$ cat src/rtl/uart_chan_pkg.sv
package uart_chan_pkg;

  localparam int REG_DW  = 8;
  localparam int OFS_W   = 3;   // a channel spans 8 addresses
  localparam int NUM_OFS = 4;   // offsets owned by the channel
  localparam int ERR_N   = 4;
  localparam int LIVE_N  = 4;
  localparam int NUM_MR  = 3;

  localparam int OFS_MODE = 0;
  localparam int OFS_STAT = 1;
  localparam int OFS_CMD  = 2;
  localparam int OFS_DATA = 3;

  typedef enum logic [1:0] {
    PTR_MR0 = 2'd0,
    PTR_MR1 = 2'd1,
    PTR_MR2 = 2'd2
  } mr_ptr_e;

  typedef enum logic [3:0] {
    CMD_NOP        = 4'h0,
    CMD_PTR_MR1    = 4'h1,
    CMD_RX_RST     = 4'h2,
    CMD_TX_RST     = 4'h3,
    CMD_ERR_CLR    = 4'h4,
    CMD_BRKCHG_CLR = 4'h5,
    CMD_BRK_ON     = 4'h6,
    CMD_BRK_OFF    = 4'h7,
    CMD_PTR_MR0    = 4'hB
  } cmd_code_e;

  // Pointer advance: MR0 -> MR1 -> MR2, then hold.
  function automatic mr_ptr_e ptr_step(input mr_ptr_e cur);
    return (cur == PTR_MR0) ? PTR_MR1 : PTR_MR2;
  endfunction

endpackage

$ cat src/rtl/uart_chan_decode.sv
module uart_chan_decode
  import uart_chan_pkg::*;
#(
  parameter int ADDR_W   = 4,
  parameter int CHAN_IDX = 1
) (
  input  logic [ADDR_W-1:0]  addr,
  input  logic               wr,
  input  logic               rd,
  output logic [NUM_OFS-1:0] wr_sel,
  output logic [NUM_OFS-1:0] rd_sel
);

  localparam int              HI_W     = ADDR_W - OFS_W;
  localparam logic [HI_W-1:0] CHAN_TAG = HI_W'(CHAN_IDX);

  logic chan_hit;
  assign chan_hit = (addr[ADDR_W-1:OFS_W] == CHAN_TAG);

  for (genvar k = 0; k < NUM_OFS; k++) begin : g_sel
    logic ofs_hit;
    assign ofs_hit   = chan_hit && (addr[OFS_W-1:0] == OFS_W'(k));
    assign wr_sel[k] = wr && ofs_hit;
    assign rd_sel[k] = rd && ofs_hit;
  end

endmodule

$ cat src/rtl/uart_chan_mode_bank.sv
module uart_chan_mode_bank
  import uart_chan_pkg::*;
(
  input  logic              clk,
  input  logic              rst_n,
  input  logic              acc_wr,
  input  logic              acc_rd,
  input  logic [REG_DW-1:0] wdata,
  input  logic              sel_mr1,
  input  logic              sel_mr0,
  output mr_ptr_e           ptr,
  output logic [REG_DW-1:0] rd_val,
  output logic [1:0]        word_len,
  output logic              par_en,
  output logic              par_odd,
  output logic              stop_two,
  output logic              fifo_ext,
  output logic              tx_half,
  output logic [2:0]        baud_tbl
);

  logic [REG_DW-1:0] mr_q [NUM_MR];
  mr_ptr_e           ptr_q, ptr_d;

  always_comb begin
    ptr_d = ptr_q;
    if (sel_mr1)              ptr_d = PTR_MR1;
    else if (sel_mr0)         ptr_d = PTR_MR0;
    else if (acc_wr || acc_rd) ptr_d = ptr_step(ptr_q);
  end

  always_ff @(posedge clk or negedge rst_n) begin
    if (!rst_n) ptr_q <= PTR_MR1;
    else        ptr_q <= ptr_d;
  end

  for (genvar i = 0; i < NUM_MR; i++) begin : g_mr
    logic load_en;
    assign load_en = acc_wr && (ptr_q == mr_ptr_e'(2'(i)));
    always_ff @(posedge clk or negedge rst_n) begin
      if (!rst_n)       mr_q[i] <= '0;
      else if (load_en) mr_q[i] <= wdata;
    end
  end

  always_comb begin
    unique case (ptr_q)
      PTR_MR0: rd_val = mr_q[0];
      PTR_MR1: rd_val = mr_q[1];
      PTR_MR2: rd_val = mr_q[2];
      default: rd_val = '0;
    endcase
  end

  assign ptr      = ptr_q;
  assign word_len = mr_q[1][1:0];
  assign par_en   = (mr_q[1][4:3] == 2'b00);
  assign par_odd  = mr_q[1][2];
  assign stop_two = mr_q[2][3];
  assign fifo_ext = mr_q[0][3];
  assign tx_half  = mr_q[0][4];
  assign baud_tbl = mr_q[0][2:0];

endmodule

$ cat src/rtl/uart_chan_cmd_ctrl.sv
module uart_chan_cmd_ctrl
  import uart_chan_pkg::*;
(
  input  logic              clk,
  input  logic              rst_n,
  input  logic              cmd_wr,
  input  logic [REG_DW-1:0] cmd_byte,
  input  logic [ERR_N-1:0]  err_evt,
  output logic              rx_en,
  output logic              tx_en,
  output logic              brk_on,
  output logic              rx_rst_p,
  output logic              tx_rst_p,
  output logic              brk_clr_p,
  output logic              sel_mr1,
  output logic              sel_mr0,
  output logic [ERR_N-1:0]  err_flags
);

  cmd_code_e code;
  logic is_rx_rst, is_tx_rst, is_err_clr, is_brk_clr, is_brk_on, is_brk_off;
  logic rx_en_q, rx_en_d, tx_en_q, tx_en_d, brk_q, brk_d;
  logic rx_rst_q, tx_rst_q, brk_clr_q;
  logic [ERR_N-1:0] err_q, err_d;

  assign code       = cmd_code_e'(cmd_byte[7:4]);
  assign is_rx_rst  = cmd_wr && (code == CMD_RX_RST);
  assign is_tx_rst  = cmd_wr && (code == CMD_TX_RST);
  assign is_err_clr = cmd_wr && (code == CMD_ERR_CLR);
  assign is_brk_clr = cmd_wr && (code == CMD_BRKCHG_CLR);
  assign is_brk_on  = cmd_wr && (code == CMD_BRK_ON);
  assign is_brk_off = cmd_wr && (code == CMD_BRK_OFF);
  assign sel_mr1    = cmd_wr && (code == CMD_PTR_MR1);
  assign sel_mr0    = cmd_wr && (code == CMD_PTR_MR0);

  // Off and reset win over on, per direction.
  always_comb begin
    rx_en_d = rx_en_q;
    tx_en_d = tx_en_q;
    brk_d   = brk_q;
    if (cmd_wr && cmd_byte[0])            rx_en_d = 1'b1;
    if (cmd_wr && cmd_byte[1] || is_rx_rst) rx_en_d = 1'b0;
    if (cmd_wr && cmd_byte[2])            tx_en_d = 1'b1;
    if (cmd_wr && cmd_byte[3] || is_tx_rst) tx_en_d = 1'b0;
    if (is_brk_on)                        brk_d   = 1'b1;
    if (is_brk_off)                       brk_d   = 1'b0;
  end

  // Sticky error flags: a new event outranks a clear in the same cycle.
  for (genvar i = 0; i < ERR_N; i++) begin : g_err
    assign err_d[i] = err_evt[i] || (err_q[i] && !is_err_clr);
  end

  always_ff @(posedge clk or negedge rst_n) begin
    if (!rst_n) begin
      rx_en_q   <= 1'b0;
      tx_en_q   <= 1'b0;
      brk_q     <= 1'b0;
      rx_rst_q  <= 1'b0;
      tx_rst_q  <= 1'b0;
      brk_clr_q <= 1'b0;
      err_q     <= '0;
    end else begin
      rx_en_q   <= rx_en_d;
      tx_en_q   <= tx_en_d;
      brk_q     <= brk_d;
      rx_rst_q  <= is_rx_rst;
      tx_rst_q  <= is_tx_rst;
      brk_clr_q <= is_brk_clr;
      err_q     <= err_d;
    end
  end

  assign rx_en     = rx_en_q;
  assign tx_en     = tx_en_q;
  assign brk_on    = brk_q;
  assign rx_rst_p  = rx_rst_q;
  assign tx_rst_p  = tx_rst_q;
  assign brk_clr_p = brk_clr_q;
  assign err_flags = err_q;

endmodule

$ cat src/rtl/uart_chan_regs.sv
module uart_chan_regs
  import uart_chan_pkg::*;
#(
  parameter int ADDR_W   = 4,
  parameter int CHAN_IDX = 1
) (
  input  logic              clk,
  input  logic              rst_n,
  input  logic [ADDR_W-1:0] bus_addr,
  input  logic              bus_wr,
  input  logic              bus_rd,
  input  logic [7:0]        bus_wdata,
  output logic [7:0]        bus_rdata,
  input  logic [3:0]        stat_live,
  input  logic [3:0]        err_evt,
  input  logic [7:0]        rx_byte,
  output logic              rx_pop,
  output logic [7:0]        tx_byte,
  output logic              tx_push,
  output logic              rx_en,
  output logic              tx_en,
  output logic              brk_on,
  output logic              rx_rst,
  output logic              tx_rst,
  output logic              brk_chg_clr,
  output logic [1:0]        word_len,
  output logic              par_en,
  output logic              par_odd,
  output logic              stop_two,
  output logic              fifo_ext,
  output logic              tx_half,
  output logic [2:0]        baud_tbl,
  output logic [3:0]        rx_clk_sel,
  output logic [3:0]        tx_clk_sel
);

  localparam int CS_W = REG_DW / 2;

  // Reset: asserted asynchronously, released on a clock edge.
  logic [1:0] rst_pipe_q;
  logic       rst_core_n;

  always_ff @(posedge clk or negedge rst_n) begin
    if (!rst_n) rst_pipe_q <= 2'b00;
    else        rst_pipe_q <= {rst_pipe_q[0], 1'b1};
  end
  assign rst_core_n = rst_pipe_q[1];

  logic [NUM_OFS-1:0] wr_sel, rd_sel;

  uart_chan_decode #(.ADDR_W(ADDR_W), .CHAN_IDX(CHAN_IDX)) u_dec (
    .addr   (bus_addr),
    .wr     (bus_wr),
    .rd     (bus_rd),
    .wr_sel (wr_sel),
    .rd_sel (rd_sel)
  );

  logic              sel_mr1, sel_mr0;
  logic [ERR_N-1:0]  err_flags;
  logic [REG_DW-1:0] mode_rd;
  mr_ptr_e           mode_ptr;

  uart_chan_cmd_ctrl u_cmd (
    .clk       (clk),
    .rst_n     (rst_core_n),
    .cmd_wr    (wr_sel[OFS_CMD]),
    .cmd_byte  (bus_wdata),
    .err_evt   (err_evt),
    .rx_en     (rx_en),
    .tx_en     (tx_en),
    .brk_on    (brk_on),
    .rx_rst_p  (rx_rst),
    .tx_rst_p  (tx_rst),
    .brk_clr_p (brk_chg_clr),
    .sel_mr1   (sel_mr1),
    .sel_mr0   (sel_mr0),
    .err_flags (err_flags)
  );

  uart_chan_mode_bank u_mode (
    .clk      (clk),
    .rst_n    (rst_core_n),
    .acc_wr   (wr_sel[OFS_MODE]),
    .acc_rd   (rd_sel[OFS_MODE]),
    .wdata    (bus_wdata),
    .sel_mr1  (sel_mr1),
    .sel_mr0  (sel_mr0),
    .ptr      (mode_ptr),
    .rd_val   (mode_rd),
    .word_len (word_len),
    .par_en   (par_en),
    .par_odd  (par_odd),
    .stop_two (stop_two),
    .fifo_ext (fifo_ext),
    .tx_half  (tx_half),
    .baud_tbl (baud_tbl)
  );

  // Clock select and transmit holding register.
  logic [REG_DW-1:0] csel_q, csel_d, txh_q, txh_d;
  logic              push_q;

  always_comb begin
    csel_d = csel_q;
    txh_d  = txh_q;
    if (wr_sel[OFS_STAT]) csel_d = bus_wdata;
    if (wr_sel[OFS_DATA]) txh_d  = bus_wdata;
  end

  always_ff @(posedge clk or negedge rst_core_n) begin
    if (!rst_core_n) begin
      csel_q <= '0;
      txh_q  <= '0;
      push_q <= 1'b0;
    end else begin
      csel_q <= csel_d;
      txh_q  <= txh_d;
      push_q <= wr_sel[OFS_DATA];
    end
  end

  assign rx_clk_sel = csel_q[CS_W-1:0];
  assign tx_clk_sel = csel_q[REG_DW-1:CS_W];
  assign tx_byte    = txh_q;
  assign tx_push    = push_q;
  assign rx_pop     = rd_sel[OFS_DATA];

  always_comb begin
    bus_rdata = '0;
    if (rd_sel[OFS_MODE])      bus_rdata = mode_rd;
    else if (rd_sel[OFS_STAT]) bus_rdata = {err_flags, stat_live};
    else if (rd_sel[OFS_DATA]) bus_rdata = rx_byte;
  end

endmodule

$ cat config.mk
export PLATFORM = sky130hd
export DESIGN_NAME = uart_chan_regs
export DESIGN_NICKNAME = d
export VERILOG_FILES = /design/src/rtl/uart_chan_pkg.sv /design/src/rtl/uart_chan_decode.sv /design/src/rtl/uart_chan_mode_bank.sv /design/src/rtl/uart_chan_cmd_ctrl.sv /design/src/rtl/uart_chan_regs.sv
export SDC_FILE = /design/constraint.sdc
export NUM_CORES = 1
export LEC_CHECK = 0
export BUFFER_PORTS_ARGS = -buffer_cell sky130_fd_sc_hd__buf_2
export CORE_UTILIZATION = 35
export DETAILED_ROUTE_END_ITERATION = 12
export PLACE_DENSITY = 0.7
export SYNTH_ARGS = -nofsm -noshare
export SYNTH_HDL_FRONTEND = slang
export SYNTH_SLANG_ARGS = --single-unit
$ cat constraint.sdc
create_clock -name clk -period 2.2 [get_ports clk]
set_input_delay 0.44 -clock clk [delete_from_list [all_inputs] [get_ports clk]]
set_output_delay 0.44 -clock clk [all_outputs]
set_load 0.01 [all_outputs]
# [After elaboration in Yosys (flattened, before gate mapping)]
# Cells that the tools add are included.
[word_totals] register_bits=55 latchBits=0 ramBits=0 rom_bits=0 inputBits=32 wordCells=87 memories=0
[classes] addsub=0 multipliers=0 div_mod_pow=0 n_lt_le_gt_ge=0 n_eq_ne=13 shifts=0 mux=14 bitwise_logic=0 reduce_logical=45
[ops] cell="logical AND 1 bit" count=30
[ops] cell="two-way mux 8 bit" count=3
[ops] cell="one-hot mux 8 bit (3 select lines)" count=1
[ops] cell="equality test 4 x 3 -> 1 bit (second input constant)" count=4
[ops] cell="equality test 4 x 2 -> 1 bit (second input constant)" count=2
[ops] cell="two-way mux 2 bit" count=4
[ops] cell="logical OR 1 bit" count=7
[ops] cell="equality test 3 x 2 -> 1 bit (second input constant)" count=2
[ops] cell="two-way mux 1 bit" count=6
[ops] cell="nonzero test 2 bit" count=3
[ops] cell="equality test 4 x 1 -> 1 bit (second input constant)" count=1
[ops] cell="equality test 4 bit (second input constant)" count=1
[ops] cell="zero test 2 bit" count=2
[ops] cell="equality test 3 x 1 -> 1 bit (second input constant)" count=1
[ops] cell="zero test 3 bit" count=1
[ops] cell="nonzero test 3 bit" count=1
[ops] cell="equality test 2 x 1 -> 1 bit (second input constant)" count=1
[ops] cell="equality test 2 bit (second input constant)" count=1
[ops] cell="zero test 1 bit" count=1

# [Logic depth before layout (Yosys ltp)]
# Gate-level depths: netlist of run 1.
[logic_depth] ltp_word=7 ltp_mapped=4

# [Cells and area by module]
# From an unflattened synthesis of run 1, not the netlist that was laid out.
[hier_totals] cells_unflattened=216 area_unflattened_um2=2681.3
[by_module_without_submodules] mod="uart_chan_mode_bank" n_inst=1 cells_per_inst=87 area_each_um2=1228.7
[by_module_without_submodules] mod="uart_chan_regs" n_inst=1 cells_per_inst=73 area_each_um2=900.9
[by_module_without_submodules] mod="uart_chan_cmd_ctrl" n_inst=1 cells_per_inst=43 area_each_um2=461.7
[by_module_without_submodules] mod="uart_chan_decode" n_inst=1 cells_per_inst=13 area_each_um2=90.1

# [Least setup slack after synthesis of run 1]
# OpenSTA, ideal clock, no wires.
[synth_path] path_kind="input port to output port" start="input port bus_addr[1]" end="output port bus_rdata[0]" arrival_ns=1.290 required_time_ns=1.760 setup_slack_ns=0.470 cell_stages=3 n_path_buf=0 path_cell_list="nor4b_2 -> nand2_1 -> o22ai_1"
[synth_between] elab_chain_cells=6 elab_cells_between_ends=12
[synth_lines] item="from (decl)" line="uart_chan_regs.sv:9" rtl="input logic [ADDR_W-1:0] bus_addr,"
[synth_lines] item="equality test 3 x 2 -> 1 bit" line="uart_chan_decode.sv:22" rtl="assign ofs_hit = chan_hit && (addr[OFS_W-1:0] == OFS_W'(k));"
[synth_lines] item="logical AND 1 bit" line="uart_chan_decode.sv:22"
[synth_lines] item="logical AND 1 bit" line="uart_chan_decode.sv:24" rtl="assign rd_sel[k] = rd && ofs_hit;"
[synth_lines] item="two-way mux 8 bit" line="uart_chan_regs.sv:133" rtl="else if (rd_sel[OFS_DATA]) bus_rdata = rx_byte;"
[synth_lines] item="two-way mux 8 bit" line="uart_chan_regs.sv:132" rtl="else if (rd_sel[OFS_STAT]) bus_rdata = {err_flags, stat_live};"
[synth_lines] item="two-way mux 8 bit *" line="uart_chan_regs.sv:131" rtl="if (rd_sel[OFS_MODE]) bus_rdata = mode_rd;"
[synth_lines] item="to (decl)" line="uart_chan_regs.sv:13" rtl="output logic [7:0] bus_rdata,"
# Every way passes the cells marked *; elsewhere a longest branch is shown, timed or not.

# [Final worst setup path of run 1]
[layout_path] start="register u_mode.ptr_q[0], in the netlist u_mode.ptr[0]" end="output port bus_rdata[2]"
[layout_between] elab_chain_cells=3 elab_cells_between_ends=5
[layout_lines] item="from (decl)" line="uart_chan_mode_bank.sv:23" rtl="mr_ptr_e ptr_q, ptr_d;"
[layout_lines] item="from (signal assigned)" line="uart_chan_mode_bank.sv:34" rtl="else ptr_q <= ptr_d;"
[layout_lines] item="equality test 2 bit (tied with other cells)" line="uart_chan_mode_bank.sv:47" rtl="unique case (ptr_q)"
[layout_lines] item="one-hot mux 8 bit (3 select lines) *" line="uart_chan_mode_bank.sv:47"
[layout_lines] item="two-way mux 8 bit *" line="uart_chan_regs.sv:131"
# Marked as above.

==> results of run 1 <==
-- per-stage QoR --
step | setup slack [ps] | power, mW | std cells
4_1_cts | 0.368 | 2.78 | 365
3_5_place_dp | 109 | 2.13 | 355
6_report | 0.337 | 2.75 | 366
3_3_place_gp | 92.8 | 2.12 | 355
2_1_floorplan | 470 | 1.87 | 191
5_1_grt | -29.5 | 2.91 | 366
-- cell usage in the layout (no fill, tap or decap), drive strengths merged, types with 3 or more instances in the layout --
cell type,synthesis,routed
nand3,3,3
nor2,6,6
a21o,5,5
nor2b,4,4
mux2i,16,16
nand4,3,3
a31oi,4,4
o22ai,8,8
clkbuf,3,8
dfrtp,54,54
a2bb2oi,8,8
mux2,41,41
buf,11,84
-- worst max-delay path, stage by stage, from the launching register on --
cell and delay (ps):
dfstp_2 570, buf_12 150, mux2i_2 230, a2bb2oi_2 210
o22ai_2 130, buf_2 170
-- path summary, 6_finish.rpt --
| check | endpoint | slack (ps) | cells past startpoint |
|---|---|---|---|
| min reg2reg | rst_pipe_q[1] | 360 | 0 |
| min in group asynchronous | u_mode.baud_tbl[1] | 380 | 1 |
| max | bus_rdata[2] | 0.3 | 5 |
| max reg2reg | u_mode.mr_q[0] | 680 | 3 |
| max in group asynchronous | u_cmd.brk_on | 1370 | 1 |
| min | u_cmd.err_flags[0] | 310 | 2 |
-- area by class of cell --
cell class,count,area (um2),area share
tap,96,120,0.0374
inverter,2,7.51,0.00234
timing repair buffer,85,470,0.147
clock buffer,8,100,0.0312
multi-input combinational,120,1130,0.353
sequential,55,1380,0.429
-- sequential cells by signal (all words and copies together) (netlist names), 2 cells and up --
| name | cells |
|---|---|
| csel_q | 8 |
| rst_pipe_q | 2 |
| tx_byte | 8 |
| u_cmd.err_flags | 4 |
| u_mode.baud_tbl | 3 |
| u_mode.mr_q | 15 |
| u_mode.ptr | 2 |
| u_mode.word_len | 2 |
-- logic make-up (layout without fill, tap and decap cells) --
group / Yosys count / after routing
multiplexers: 57 / 57
buffers and inverters: 16 / 95
XOR/XNOR: 1 / 1
other: 1 / 1
AO/OA/AOI/OAI: 28 / 28
AND/OR/NAND/NOR: 33 / 33
flip-flops: 55 / 55
-- per-layer routing --
metal / share of wire / routed length [um]
met4: 0.0076 / 45
met2: 0.48 / 2810
met5: 0 / 0
met3: 0.050 / 297
met1: 0.46 / 2740
-- where the power goes --
group	total (mW)	internal, mW	switching, mW
clock network	0.593	0.288	0.305
registers	1.33	1.22	0.110
logic	0.835	0.447	0.388
-- timing repair --
item	CTS	global route
endpoints found under the setup margin	7	4
hold endpoints to repair	2	0
hold buffers	1	0
setup buffers	1	1
resized for setup	7	0
==> summary.txt, run 1 <==
largest family of logic cells by synthesized area: multiplexers
NumNets Final: 301
vias in the first global route: 1752
prevailing post-synth register cell: dfrtp_1
Initial Util: 0.372
share of cells above drive strength 1: 0.541
Post-synth ARST share: 1.00
crit path DAT: 1760 ps
mux contribution to synthesized area: 0.241
number of synthesized register bits: 55
Post-synth EDFFs: 0
Die Width: 87.9 um
Hold Fails Final Rpt: 0
Mean Syn Cell Area: 13.5 um2
Pleak: 1.57 nW
Longest Clk Path Bufs: 2
sequential element share of the synthesized area: 0.533
Cell Area, Synth: 0.00258 mm2
worst-margin pin slew: 676 ps
GRT Total Usage: 0.160
grt met3 use: 0.0377
design area: 0.00321 mm2
Iter 0 DRT Violations: 88
per-cell routed wire length: 16.1 um
Final Util: 0.462
Synth area leader: dfrtp_1
Critical Path Source: u_mode.ptr[0]
grt met1 use: 0.220
Synth Area in XOR/XNOR: 0.00339
CTS H-tree depth: 2
largest net degree at the start of global routing: 54
status: completed
period utilization: 1.00
f_max: 0.455 GHz
grt met2 use: 0.257
global placement routability congestion: 0.732
Synth area leaders: dfrtp_1, mux2_2, mux2i_1
placed wire-length estimate: 4250 um
yosys warns: 0
Final min period: 2200 ps
final setup fails: 0
Adder-Cell Fraction of Synth Area: 0
Antenna Violating Nets Remaining: 0
HP Class: input pin to flip-flop
number of fill cells in the layout: 672
Rel. slew slack: 0.549
Overflow after GRT: 0
Power per Cell Area: 858 mW/mm2
CTS buffer count: 5
most instantiated library cell after synthesis: dfrtp_1
Synth Instances: 191
I/O Pins: 74
busiest grt layer: met2
Vias: 1810
Layout Area Growth over Synthesis: 24.3%
Core Footprint: 0.00694 mm2
Crit Reg-Reg Startpoint: u_mode.ptr[0]
Max VDD drop: 0.000330 V
maximum fanout along the worst path: 11
post-synth top area share: 0.523
Final Max Tran Viols: 0
CTS Sinks: 55
number of port buffers: 73
Hold WS: 310 ps
CTS tree: done
Setup crit end kind: output port
Synth top cells by count: dfrtp_1, mux2_2, mux2i_1, a2bb2oi_1, o22ai_1
initial antenna violation count: 0
die height: 87.9 um
TritonRoute pass-1 iters: 4
skew final: 5.25 ps
root buffer cell: clkbuf_8
critical path type: flip-flop to output port
post-synth cell types: 37
overall routed net length: 5890 um
Clk Latency, worst-skew pair: 300 ps
placed cell area: 0.00305 mm2
CP startpoint kind: flip-flop
Synth Area in Compound Gates: 0.0799
DRC viols: 0
antenna cell count: 0
Rows: 30
vias per std cell: 4.95
RSZ-0062 raised after global routing: yes
CP required: 1760 ps
die area: 0.00773 mm2
first-pass GRT wire length: 9100 um
syn_nets: 223
Worst-path clk slew: 90 ps
post-route setup TNS: 0 ps
Simple-Gate Fraction of Synth Area: 0.106
max_cap viols: 0
hold wc startpoint: err_evt[0]
Power figures use the tool's default switching activity.
==> inputs of run 2 (changes only) <==
--- a/config.mk
+++ b/config.mk
@@ -8,6 +8,7 @@
 export BUFFER_PORTS_ARGS = -buffer_cell sky130_fd_sc_hd__buf_2
 export CORE_UTILIZATION = 35
 export DETAILED_ROUTE_END_ITERATION = 12
+export MAX_ROUTING_LAYER = met4
 export PLACE_DENSITY = 0.7
 export SYNTH_ARGS = -nofsm -noshare
 export SYNTH_HDL_FRONTEND = slang
==> constraint.sdc (replaced) <==
create_clock -name clk -period 2.2 [get_ports clk]
set_input_delay 0.33 -clock clk [delete_from_list [all_inputs] [get_ports clk]]
set_output_delay 0.33 -clock clk [all_outputs]
set_load 0.01 [all_outputs]
==> summary.txt, run 2 (synthesis results as in run 1) <==
status: completed
Antenna Violating Nets Remaining: 0
global placement routability congestion: 0.750
NumNets Final: 301
period utilization: 0.934
Setup crit end kind: output port
CTS tree: done
Pleak: 1.56 nW
Cell Count Post-Placement: 354
Die Width: 87.9 um
CP max stage delay: 560 ps
Clk Latency, worst-skew pair: 310 ps
skew final: 6.89 ps
Rows: 30
share of cells above drive strength 1: 0.533
final setup fails: 0
commonest non-fill, non-tap cells in the layout: buf_2, dfrtp_1, mux2_2
RSZ-0062 raised after global routing: no
Iter 0 DRT Violations: 117
first-pass GRT wire length: 9520 um
Vias: 1820
die area: 0.00773 mm2
max FFs per register: 15
Tot Pwr: 2.69 mW
Critical Path, Cell by Cell: buf_4 > mux2i_1 > a2bb2oi_1 > o22ai_1 > buf_2
CP required: 1870 ps
Final min period: 2050 ps
I/O Pins: 74
maximum fanout along the worst path: 5
Power per Cell Area: 848 mW/mm2
die height: 87.9 um
Core Footprint: 0.00694 mm2
M1 WL: 2640 um
Final Max Tran Viols: 0
f_max: 0.487 GHz
Biggest register: u_mode.mr_q
per-cell routed wire length: 16.0 um
Overflow after GRT: 0
CP bufs+invs: 2
Final Util: 0.456
Hold WS: 191 ps
critical path type: flip-flop to output port
Rel. slew slack: 0.556
vias per std cell: 4.97
CTS H-tree depth: 2
Top Metal Used: met4
crit path DAT: 1720 ps
Worst-path clk slew: 100 ps
CTS buffer count: 5
Max VDD drop: 0.000451 V
root buffer cell: clkbuf_8
TritonRoute pass-1 iters: 4
CTS Sinks: 55
metal2 WL: 2860 um
number of port buffers: 73
post-route setup TNS: 0 ps
vias in the first global route: 1834
GRT Total Usage: 0.171
initial antenna violation count: 0
DRC viols: 0
largest net degree at the start of global routing: 54
Longest Clk Path Bufs: 2
max_cap viols: 0
overall routed net length: 5840 um
WL met3: 241 um
commonest non-fill, non-tap cell in the layout: buf_2
Layout Area Growth over Synthesis: 22.7%
Initial Util: 0.372
HP Class: input pin to flip-flop
family with the most delay on the worst path: flip-flops
placed wire-length estimate: 4260 um
CP startpoint kind: flip-flop
antenna cell count: 0
Hold Fails Final Rpt: 0
worst-margin pin slew: 665 ps
Finished Layout Cells: 366
Critical-path top delay cell: dfstp_2
run 2: cell types whose count changed in the layout (fill, tap and decap cells not counted):
cell | before | now
buf_4 | 10 | 11
mux2i_1 | 15 | 16
inv_6 | 0 | 1
clkbuf_1 | 1 | 0
buf_12 | 1 | 0
o22ai_1 | 7 | 8
a2bb2oi_2 | 1 | 0
mux2i_2 | 1 | 0
clkinv_2 | 0 | 2
a2bb2oi_1 | 7 | 8
o22ai_2 | 1 | 0
clkbuf_8 | 7 | 5
run 2: metal layers:
layer | global-route usage | vias up
met5 | - | -
met4 | 0.0671 | 0
met3 | 0.0236 | 8
met2 | 0.267 | 43
met1 | 0.224 | 906
li1 | - | 863
run 2: worst paths after layout:
kind,startpoint,endpoint,slack (ps),cells after the start
setup / recovery,u_mode.ptr[0],bus_rdata[4],150,5
hold / removal,err_evt[0],u_cmd.err_flags[0],190,2
setup reg to reg,u_mode.ptr[0],u_mode.mr_q[4],590,4
hold reg to reg,rst_pipe_q[0],rst_pipe_q[1],360,0
max in group asynchronous,rst_pipe_q[1],tx_byte[5],1380,1
min in group asynchronous,rst_n,rst_pipe_q[1],320,2
run 2: layout make-up:
type	instances	area, um2
Clock buffer	5	68.8
Clock inverter	3	18.8
Fill cell	664	3770
Inverter	2	7.51
Multi-Input combinational cell	120	1120
Sequential cell	55	1380
Tap cell	96	120
Timing Repair Buffer	85	458
run 2: timing repair:
action                     in CTS  in global routing
hold buffers                    1                  0
resized for setup               1                  0
setup endpoints to repair       4                  0
setup buffers                   3                  0
hold endpoints to repair        2                  0
run 2: power by group:
| part | leakage [nW] | internal [mW] | switching [mW] |
|---|---|---|---|
| Combinational | 0.830 | 0.429 | 0.375 |
| Clock | 0.0483 | 0.225 | 0.329 |
| Sequential | 0.681 | 1.22 | 0.113 |
run 2: worst reg2reg max path, stage by stage, from the launching register on:
cell	delay, ps
dfstp_2	390
buf_4	140
nor2b_2	350
nand3_2	280
mux2_2	330
run 2: through the flow:
stage | area [um2] | setup slack (ps)
final | 3170 | 145
after floorplan | 2580 | 557
after detailed placement | 3050 | 329
after global routing | 3170 | 30.6
after global placement | 3050 | 344
after CTS | 3170 | 135
